[src/rtl/tmr_pkg.sv]
// Package: register offsets and the control-field type shared by the
// timer's register file, its checker and its bench.
package tmr_pkg;

    localparam int unsigned ADDR_W = 5;

    localparam logic [ADDR_W-1:0] OFS_CTRL = 5'h00;
    localparam logic [ADDR_W-1:0] OFS_LOAD = 5'h04;
    localparam logic [ADDR_W-1:0] OFS_CNT  = 5'h08;
    localparam logic [ADDR_W-1:0] OFS_STS  = 5'h0C;
    localparam logic [ADDR_W-1:0] OFS_IEN  = 5'h10;

    // Control word layout: bit 1 reload, bit 0 start
    typedef struct packed {
        logic reload;
        logic start;
    } ctrl_t;

endpackage

[src/rtl/tmr_regs.sv]
// Register file of the timer.
// Decodes single-cycle writes and holds control, load value and interrupt
// enable. It hands counter writes and status clears to the neighbouring
// blocks and serves a combinational read mux. It assumes a write is a one-
// cycle pulse on bus_wr. A control write beats the one-shot self-clear.
module tmr_regs
    import tmr_pkg::*;
#(
    parameter int unsigned W = 32
) (
    input  logic              clk,
    input  logic              rst_n,
    input  logic              bus_wr,
    input  logic [ADDR_W-1:0] bus_addr,
    input  logic [W-1:0]      bus_wdata,
    output logic [W-1:0]      bus_rdata,
    input  logic [W-1:0]      cnt_val,
    input  logic              sts,
    input  logic              ovf,
    output ctrl_t             ctrl_q,
    output logic [W-1:0]      load_q,
    output logic              ien_q,
    output logic              cnt_wr,
    output logic              sts_clr
);

    logic wr_ctrl;
    logic wr_load;
    logic wr_ien;

    // Address decode of the write pulse
    always_comb begin
        wr_ctrl = bus_wr && (bus_addr == OFS_CTRL);
        wr_load = bus_wr && (bus_addr == OFS_LOAD);
        wr_ien  = bus_wr && (bus_addr == OFS_IEN);
        cnt_wr  = bus_wr && (bus_addr == OFS_CNT);
        sts_clr = bus_wr && (bus_addr == OFS_STS) && bus_wdata[0];
    end

    // Control register; a wrap without reload drops start
    always_ff @(posedge clk) begin
        if (!rst_n) begin
            ctrl_q <= '0;
        end else if (wr_ctrl) begin
            ctrl_q <= ctrl_t'(bus_wdata[1:0]);
        end else if (ovf && !ctrl_q.reload) begin
            ctrl_q.start <= 1'b0;
        end
    end

    // Load value register
    always_ff @(posedge clk) begin
        if (!rst_n) begin
            load_q <= '0;
        end else if (wr_load) begin
            load_q <= bus_wdata;
        end
    end

    // Interrupt enable register
    always_ff @(posedge clk) begin
        if (!rst_n) begin
            ien_q <= 1'b0;
        end else if (wr_ien) begin
            ien_q <= bus_wdata[0];
        end
    end

    // Read mux; unmapped addresses return zero
    always_comb begin
        case (bus_addr)
            OFS_CTRL: bus_rdata = W'(ctrl_q);
            OFS_LOAD: bus_rdata = load_q;
            OFS_CNT:  bus_rdata = cnt_val;
            OFS_STS:  bus_rdata = W'(sts);
            OFS_IEN:  bus_rdata = W'(ien_q);
            default:  bus_rdata = '0;
        endcase
    end

endmodule

[src/rtl/tmr_core.sv]
// Counting core of the timer.
// Passes the start bit through SYNC_STAGES flops before counting may begin.
// Stopping is immediate, because the delayed start is ANDed with the live
// one. It assumes the timer has been idle for SYNC_STAGES cycles before a
// restart. A wrap is flagged for one cycle as ovf. A counter write has
// priority over the reload and the increment.
module tmr_core #(
    parameter int unsigned W           = 32,
    parameter int unsigned SYNC_STAGES = 2
) (
    input  logic         clk,
    input  logic         rst_n,
    input  logic         start,
    input  logic         reload,
    input  logic [W-1:0] load_val,
    input  logic         cnt_wr,
    input  logic [W-1:0] cnt_wdata,
    output logic [W-1:0] count,
    output logic         run,
    output logic         ovf
);

    logic armed;

    generate
        if (SYNC_STAGES == 0) begin : g_nosync
            assign armed = start;
        end else begin : g_sync
            logic [SYNC_STAGES-1:0] sync_q;
            // Start-latency pipeline
            always_ff @(posedge clk) begin
                if (!rst_n) begin
                    sync_q <= '0;
                end else begin
                    sync_q <= (sync_q << 1) | SYNC_STAGES'(start);
                end
            end
            assign armed = sync_q[SYNC_STAGES-1];
        end
    endgenerate

    // Run qualifier and wrap detect
    always_comb begin
        run = armed && start;
        ovf = run && (count == '1);
    end

    // Counter: write, else reload/zero on wrap, else step
    always_ff @(posedge clk) begin
        if (!rst_n) begin
            count <= '0;
        end else if (cnt_wr) begin
            count <= cnt_wdata;
        end else if (ovf) begin
            count <= reload ? load_val : '0;
        end else if (run) begin
            count <= count + 1'b1;
        end
    end

endmodule

[src/rtl/tmr_irq.sv]
// Overflow status and interrupt level.
// The status bit is sticky and is cleared by a write-one. A wrap on the same
// edge as a clear wins. The interrupt is the status gated by the enable and
// holds until software clears the status.
module tmr_irq (
    input  logic clk,
    input  logic rst_n,
    input  logic ovf,
    input  logic sts_clr,
    input  logic ien,
    output logic sts,
    output logic irq
);

    // Sticky overflow status
    always_ff @(posedge clk) begin
        if (!rst_n) begin
            sts <= 1'b0;
        end else if (ovf) begin
            sts <= 1'b1;
        end else if (sts_clr) begin
            sts <= 1'b0;
        end
    end

    // Interrupt level
    always_comb begin
        irq = sts && ien;
    end

endmodule

[src/rtl/tmr_upcount.sv]
// Top of the up-counting interval timer.
// Wires the register file, the counting core and the status/interrupt
// logic together. The counter width is CNT_W, which is also the data-bus
// width. SYNC_STAGES sets the start latency.
module tmr_upcount
    import tmr_pkg::*;
#(
    parameter int unsigned CNT_W       = 32,
    parameter int unsigned SYNC_STAGES = 2
) (
    input  logic              clk,
    input  logic              rst_n,
    input  logic              bus_wr,
    input  logic [ADDR_W-1:0] bus_addr,
    input  logic [CNT_W-1:0]  bus_wdata,
    output logic [CNT_W-1:0]  bus_rdata,
    output logic              irq,
    output logic [CNT_W-1:0]  count_out
);

    ctrl_t            ctrl_q;
    logic [CNT_W-1:0] load_q;
    logic             ien_q;
    logic             cnt_wr;
    logic             sts_clr;
    logic             sts;
    logic             core_run;
    logic             core_ovf;
    logic             start_q;
    logic             reload_q;

    assign start_q  = ctrl_q.start;
    assign reload_q = ctrl_q.reload;

    tmr_regs #(.W(CNT_W)) u_regs (
        .clk       (clk),
        .rst_n     (rst_n),
        .bus_wr    (bus_wr),
        .bus_addr  (bus_addr),
        .bus_wdata (bus_wdata),
        .bus_rdata (bus_rdata),
        .cnt_val   (count_out),
        .sts       (sts),
        .ovf       (core_ovf),
        .ctrl_q    (ctrl_q),
        .load_q    (load_q),
        .ien_q     (ien_q),
        .cnt_wr    (cnt_wr),
        .sts_clr   (sts_clr)
    );

    tmr_core #(.W(CNT_W), .SYNC_STAGES(SYNC_STAGES)) u_core (
        .clk       (clk),
        .rst_n     (rst_n),
        .start     (start_q),
        .reload    (reload_q),
        .load_val  (load_q),
        .cnt_wr    (cnt_wr),
        .cnt_wdata (bus_wdata),
        .count     (count_out),
        .run       (core_run),
        .ovf       (core_ovf)
    );

    tmr_irq u_irq (
        .clk     (clk),
        .rst_n   (rst_n),
        .ovf     (core_ovf),
        .sts_clr (sts_clr),
        .ien     (ien_q),
        .sts     (sts),
        .irq     (irq)
    );

endmodule

[config.mk]
export PLATFORM = sky130hd
export DESIGN_NAME = tmr_upcount
export DESIGN_NICKNAME = d
export VERILOG_FILES = /design/src/rtl/tmr_pkg.sv /design/src/rtl/tmr_regs.sv /design/src/rtl/tmr_core.sv /design/src/rtl/tmr_irq.sv /design/src/rtl/tmr_upcount.sv
export SDC_FILE = /design/constraint.sdc
export NUM_CORES = 1
export LEC_CHECK = 0
export ABC_AREA = 1
export BUFFER_PORTS_ARGS = -buffer_cell sky130_fd_sc_hd__buf_2
export CAP_MARGIN = 15
export CORE_MARGIN = 1
export CORE_UTILIZATION = 59
export DETAILED_ROUTE_END_ITERATION = 8
export GPL_TIMING_DRIVEN = 0
export HOLD_SLACK_MARGIN = 0.02
export PLACE_DENSITY_LB_ADDON = 0.3
export SLEW_MARGIN = 40
export SYNTH_ARGS = -nofsm -noshare
export SYNTH_HDL_FRONTEND = slang
export SYNTH_SLANG_ARGS = --single-unit
[constraint.sdc]
create_clock -name clk -period 4.7 [get_ports clk]
set_input_delay 0.47 -clock clk [delete_from_list [all_inputs] [get_ports clk]]
set_output_delay 0.47 -clock clk [all_outputs]
set_load 0.005 [all_outputs]
==> results.toml, run 1 <==
[run_status]
status = "complete, no violations"

[synthesis]
ys_seq_elements = 70
synth_cell_type_count = 37
synth-edff-count = 0
yosys_warnings = 0
synth_top_family_by_area = "simple AND/OR/NAND/NOR gates"
synthArstFlopShare = 0
synth-compound-area-share = 0.213
synth-seq-area-share = 0.296
synth_adder_area_share = 0.00264
synth-xor-area-share = 0.0222
synth_ff_type = "dfxtp_1"
netlist_area_mm2 = 0.00474
syn_inst = 742
synthMuxAreaShare = 0
yosys.area_share.simple = 0.324
syn_nets = 783
synth.avg_cell_area_um2 = 6.39

[place]
gp_congestion = 0.964
pre_cts_ws_ns = 2.12
io_buffers = 103
hpwlAfterDp_um = 12600
dp_cells = 947

[grt]
grt_pass1_vias = 5280
antenna_found_initial = 0
grt_usage = 0.414
grt_max_degree = 13
grt_overflow = 0
grt_first_pass_wirelength_um = 26600

[timing]
fmax_ghz = 0.377
layout_setup_ws_ns = 2.04
setup_tns_ns = 0
relSlewSlack = 0.452
timing.final.hold_violations = 0
setup_violations = 0
grt_setup_unrepaired = "false"
min_period_over_period = 0.565
tightest_slew_ns = 0.822
fin_worst_skew_ns = 0.00892
post-route-min-period_ns = 2.66
drv_slew = 0

[route]
drtAntennaViolNets = 0
first_iter_violations = 666
viasPerCell = 5.93
drt-pass1-iter-count = 6
drc = 0
wl_per_cell_um = 17.9
vias = 5707
wl_um = 17300

[layout]
area_growth_pct = 17.8
finalNonFillerCells = 963
utilization = 0.719
post_route_cells_drive_above_1_share = 0.214
nets = 897
n_antenna_cell = 0
final_common_cell = "nand2_1"
final_cell_mix = "173 x nand2_1, 112 x inv_1, 109 x buf_2"

[clock_tree]
cts_tree = "built"
htree_levels = 3
clk_pin_slew_ns = 0.08
cts-buffers-inserted = 9
cts_hold_buf = 0
numClockSinks = 70
postCtsResizedCells = 0
clock_tree.buffer_depth = 2
cts_setup_buffers = 0
clockRootBuffer = "clkbuf_8"
clkLatencyLatePin_ns = 0.35

[floorplan]
ios = 105
start_util = 0.610
die_area_mm2 = 0.00840
die_w_um = 91.6
rows = 32
fp.coreArea_mm2 = 0.00777
die-height_um = 91.6

[critical_path]
crit_path_end_kind = "output port"
slowest_delay_ns = 0.37
cp-start-kind = "input pin"
critPathRequiredTime_ns = 4.23
cp_slowest_cell = "clkbuf_1"
crit_path_max_fanout = 10
criticalPathCategory = "input pin to output port"
r2r_cells = 11
crit_chain = "buf_2 -> nor2_4 -> inv_1 -> nor4_4 -> inv_1 -> clkbuf_1 -> o22ai_1 -> buf_2"
worstPathArrival_ns = 2.19

[worst_hold_path]
holdCritPathClass = "input pin to flip-flop"
hold_depth = 3

[job]
max_cap_viol_count = 0

[pwr]
p_per_area_mw_per_mm2 = 214
peakVddDrop_mv = 0.150
leakage_nw = 2.53
-- per-stage QoR --
stage          hold WS (ns)  total power, mW  instance area, µm²
2_1_floorplan         0.390            0.653                4740
3_3_place_gp          0.394            0.691                5380
3_5_place_dp          0.401            0.694                5380
4_1_cts               0.399             1.19                5580
5_1_grt               0.428             1.22                5580
6_report              0.394             1.20                5580
-- sequential cells by signal (all words and copies together), names as in the netlist --
signal                count
u_irq.sts                 1
u_regs.load_q            32
u_core.g_sync.sync_q      2
u_regs.ien_q              1
u_regs.ctrl_q             2
u_core.count             32
-- cells by family (layout without fill, tap and decap cells) --
family / count (synthesis) / in the layout
AOI/OAI and AO/OA: 180 / 180
xor gates and xnor gates: 12 / 12
adders and majority gates: 1 / 1
buffers and inverters: 156 / 275
DFF: 70 / 70
and+or+nand+nor: 323 / 323
-- Yosys cell counts, types with 10 or more instances --
cell type / instances / area (µm²)
inv_1: 112 / 420
nand2_1: 173 / 649
xor2_1: 11 / 96.3
dfxtp_1: 70 / 1400
nand2_2: 11 / 68.8
o22ai_1: 22 / 138
nor2_4: 12 / 135
nand4_1: 20 / 125
o21ai_0: 58 / 290
o21ai_1: 10 / 50.1
nor2_1: 47 / 176
clkbuf_1: 20 / 75.1
o221ai_1: 11 / 96.3
a21oi_1: 67 / 335
nand3_1: 45 / 225
-- final timing paths --
kind,start,endpoint,slack [ns]
hold reg to reg,u_core.g_sync.sync_q[0],u_core.g_sync.sync_q[1],0.42
setup reg to reg,u_core.count[1],u_core.count[27],2.53
setup / recovery,bus_addr[1],bus_rdata[22],2.04
hold / removal,bus_wdata[4],u_regs.load_q[4],0.39
-- routing by layer --
metal / part of all wire / up-vias / track usage / wire length [µm]
li1: - / 2645 / - / -
met1: 0.41 / 2592 / 0.535 / 7110
met2: 0.44 / 405 / 0.648 / 7570
met3: 0.11 / 65 / 0.0829 / 1890
met4: 0.041 / 0 / 0.222 / 702
met5: 0 / - / 0 / 0
-- power by group --
part | switching, mW | total, mW | internal [mW]
Clock | 0.251 | 0.511 | 0.260
Sequential | 0.00566 | 0.604 | 0.598
Combinational | 0.0530 | 0.0796 | 0.0266
-- critical path, delay by kind of cell --
kind / cells / cell delay, ns
buf+inv: 5 / 0.88
simple gates: 2 / 0.53
compound gates: 1 / 0.30
-- final cells by class --
type / instances / area, µm²
fillers: 728 / 2180
well taps: 102 / 128
clock inverters: 5 / 58.8
inverters: 121 / 457
plain buffers: 35 / 218
clock buffers: 11 / 141
flip-flops and latches: 70 / 1400
multi-input cells: 516 / 2660
repair buffers: 103 / 515
(Power assumes the default switching activity.)
==> run 2: changes to the inputs <==
- CORE_UTILIZATION: 59 -> 50
- clock period: 4.7 -> 2.2 ns (I/O delays scaled with it)
==> results.toml, run 2 (synthesized netlist as in run 1, its figures left out) <==
[route]
drc = 0
drt-pass1-iter-count = 6
viasPerCell = 5.84
vias = 5673
wl_um = 18000
wl_per_cell_um = 18.5
drtAntennaViolNets = 0
first_iter_violations = 619

[grt]
grt_pass1_vias = 5204
grt_usage = 0.371
grt_max_degree = 13
grt_first_pass_wirelength_um = 27600
antenna_found_initial = 0
grt_overflow = 0

[floorplan]
die_area_mm2 = 0.00987
rows = 35
ios = 105
die-height_um = 99.4
die_w_um = 99.4
fp.coreArea_mm2 = 0.00920
start_util = 0.515

[clock_tree]
postCtsResizedCells = 0
htree_levels = 3
cts-buffers-inserted = 9
clk_pin_slew_ns = 0.09
numClockSinks = 70
cts_setup_buffers = 0
cts_hold_buf = 0
clockRootBuffer = "clkbuf_8"
clock_tree.buffer_depth = 2
clkLatencyLatePin_ns = 0.35
cts_tree = "built"

[pwr]
leakage_nw = 2.53
peakVddDrop_mv = 0.243
p_per_area_mw_per_mm2 = 453
p_total_mw = 2.53

[timing]
setup_tns_ns = 0
fmax_ghz = 0.479
relSlewSlack = 0.496
timing.final.hold_violations = 0
layout_setup_ws_ns = 0.113
grt_setup_unrepaired = "false"
min_period_over_period = 0.949
post-route-min-period_ns = 2.09
tightest_slew_ns = 0.756
drv_slew = 0
fin_worst_skew_ns = 0.0105
hold-worst-slack_ns = 0.159
setup_violations = 0

[place]
io_buffers = 103
gp_congestion = 0.978
pre_cts_ws_ns = 0.0934
hpwlAfterDp_um = 13400

[job]
max_cap_viol_count = 0

[layout]
seq_area_mm2 = 0.00140
post_route_cells_drive_above_1_share = 0.214
area_growth_pct = 18.0
nFillCells = 920
final_common_cell = "nand2_1"
multi_input_area_mm2 = 0.00267
n_antenna_cell = 0
nets = 897
utilization = 0.608
final_cell_mix = "173 x nand2_1, 112 x inv_1, 108 x buf_2"
top_regs = "u_core.count x32, u_regs.load_q x32"

[run_status]
status = "complete, no violations"

[critical_path]
crit_path_max_fanout = 10
cp-start-kind = "input pin"
crit_path_end_kind = "output port"
worstPathArrival_ns = 1.87
critPathRequiredTime_ns = 1.98
criticalPathCategory = "input pin to output port"

[worst_hold_path]
holdCritPathClass = "input pin to flip-flop"
==> run 2: cell count changes in the layout (fill, tap and decap cells not counted), sizes merged <==
cell,previous run,this run
clkbuf,32,30
clkinv,4,5
==> run 2: path summary, 6_finish.rpt <==
path                             end  slack (ns)  cells after the start                    start
min reg2reg  u_core.g_sync.sync_q[1]        0.43                      2  u_core.g_sync.sync_q[0]
max                     bus_rdata[8]        0.11                      8              bus_addr[1]
min                u_regs.load_q[16]        0.16                      3            bus_wdata[16]
max reg2reg          u_core.count[7]        0.13                     10          u_core.count[1]
==> run 2: report_power, final <==
| part | internal [mW] | leakage [nW] | total [mW] | switching (mW) |
|---|---|---|---|---|
| registers | 1.28 | 0.565 | 1.29 | 0.0119 |
| logic | 0.0568 | 1.87 | 0.172 | 0.115 |
| clock network | 0.516 | 0.0911 | 1.07 | 0.555 |
| total | 1.85 | 2.53 | 2.53 | 0.682 |
==> run 2: stage by stage <==
| stage | instances | area (µm²) |
|---|---|---|
| 6_report | 971 | 5590 |
| 2_1_floorplan | 742 | 4740 |
| 3_5_place_dp | 956 | 5390 |
| 4_1_cts | 971 | 5580 |
| 5_1_grt | 971 | 5590 |
| 3_3_place_gp | 956 | 5390 |
==> run 2: layout make-up <==
class                      instances  area share
timing repair buffer             103      0.0922
sequential                        70       0.251
clock buffer                       9      0.0222
multi-input combinational        516       0.478
buffer                            35      0.0394
inverter                         121      0.0817
tap                              111      0.0248
clock inverter                     6      0.0114
==> run 2: worst max-delay path, stage by stage <==
cell and delay [ns]:
buf_2 0.11, nor2_4 0.17, inv_1 0.11, nor4_4 0.32
inv_1 0.12, clkbuf_1 0.35, o22ai_1 0.30, buf_2 0.17
==> run 2: routing by layer <==
metal,up-vias,global-route usage,routed length [µm],share of wire
met5,-,0,0,0
met4,0,0.148,499,0.028
met3,38,0.0773,2030,0.11
met2,353,0.592,8190,0.46
met1,2633,0.488,7260,0.40
li1,2649,-,-,-
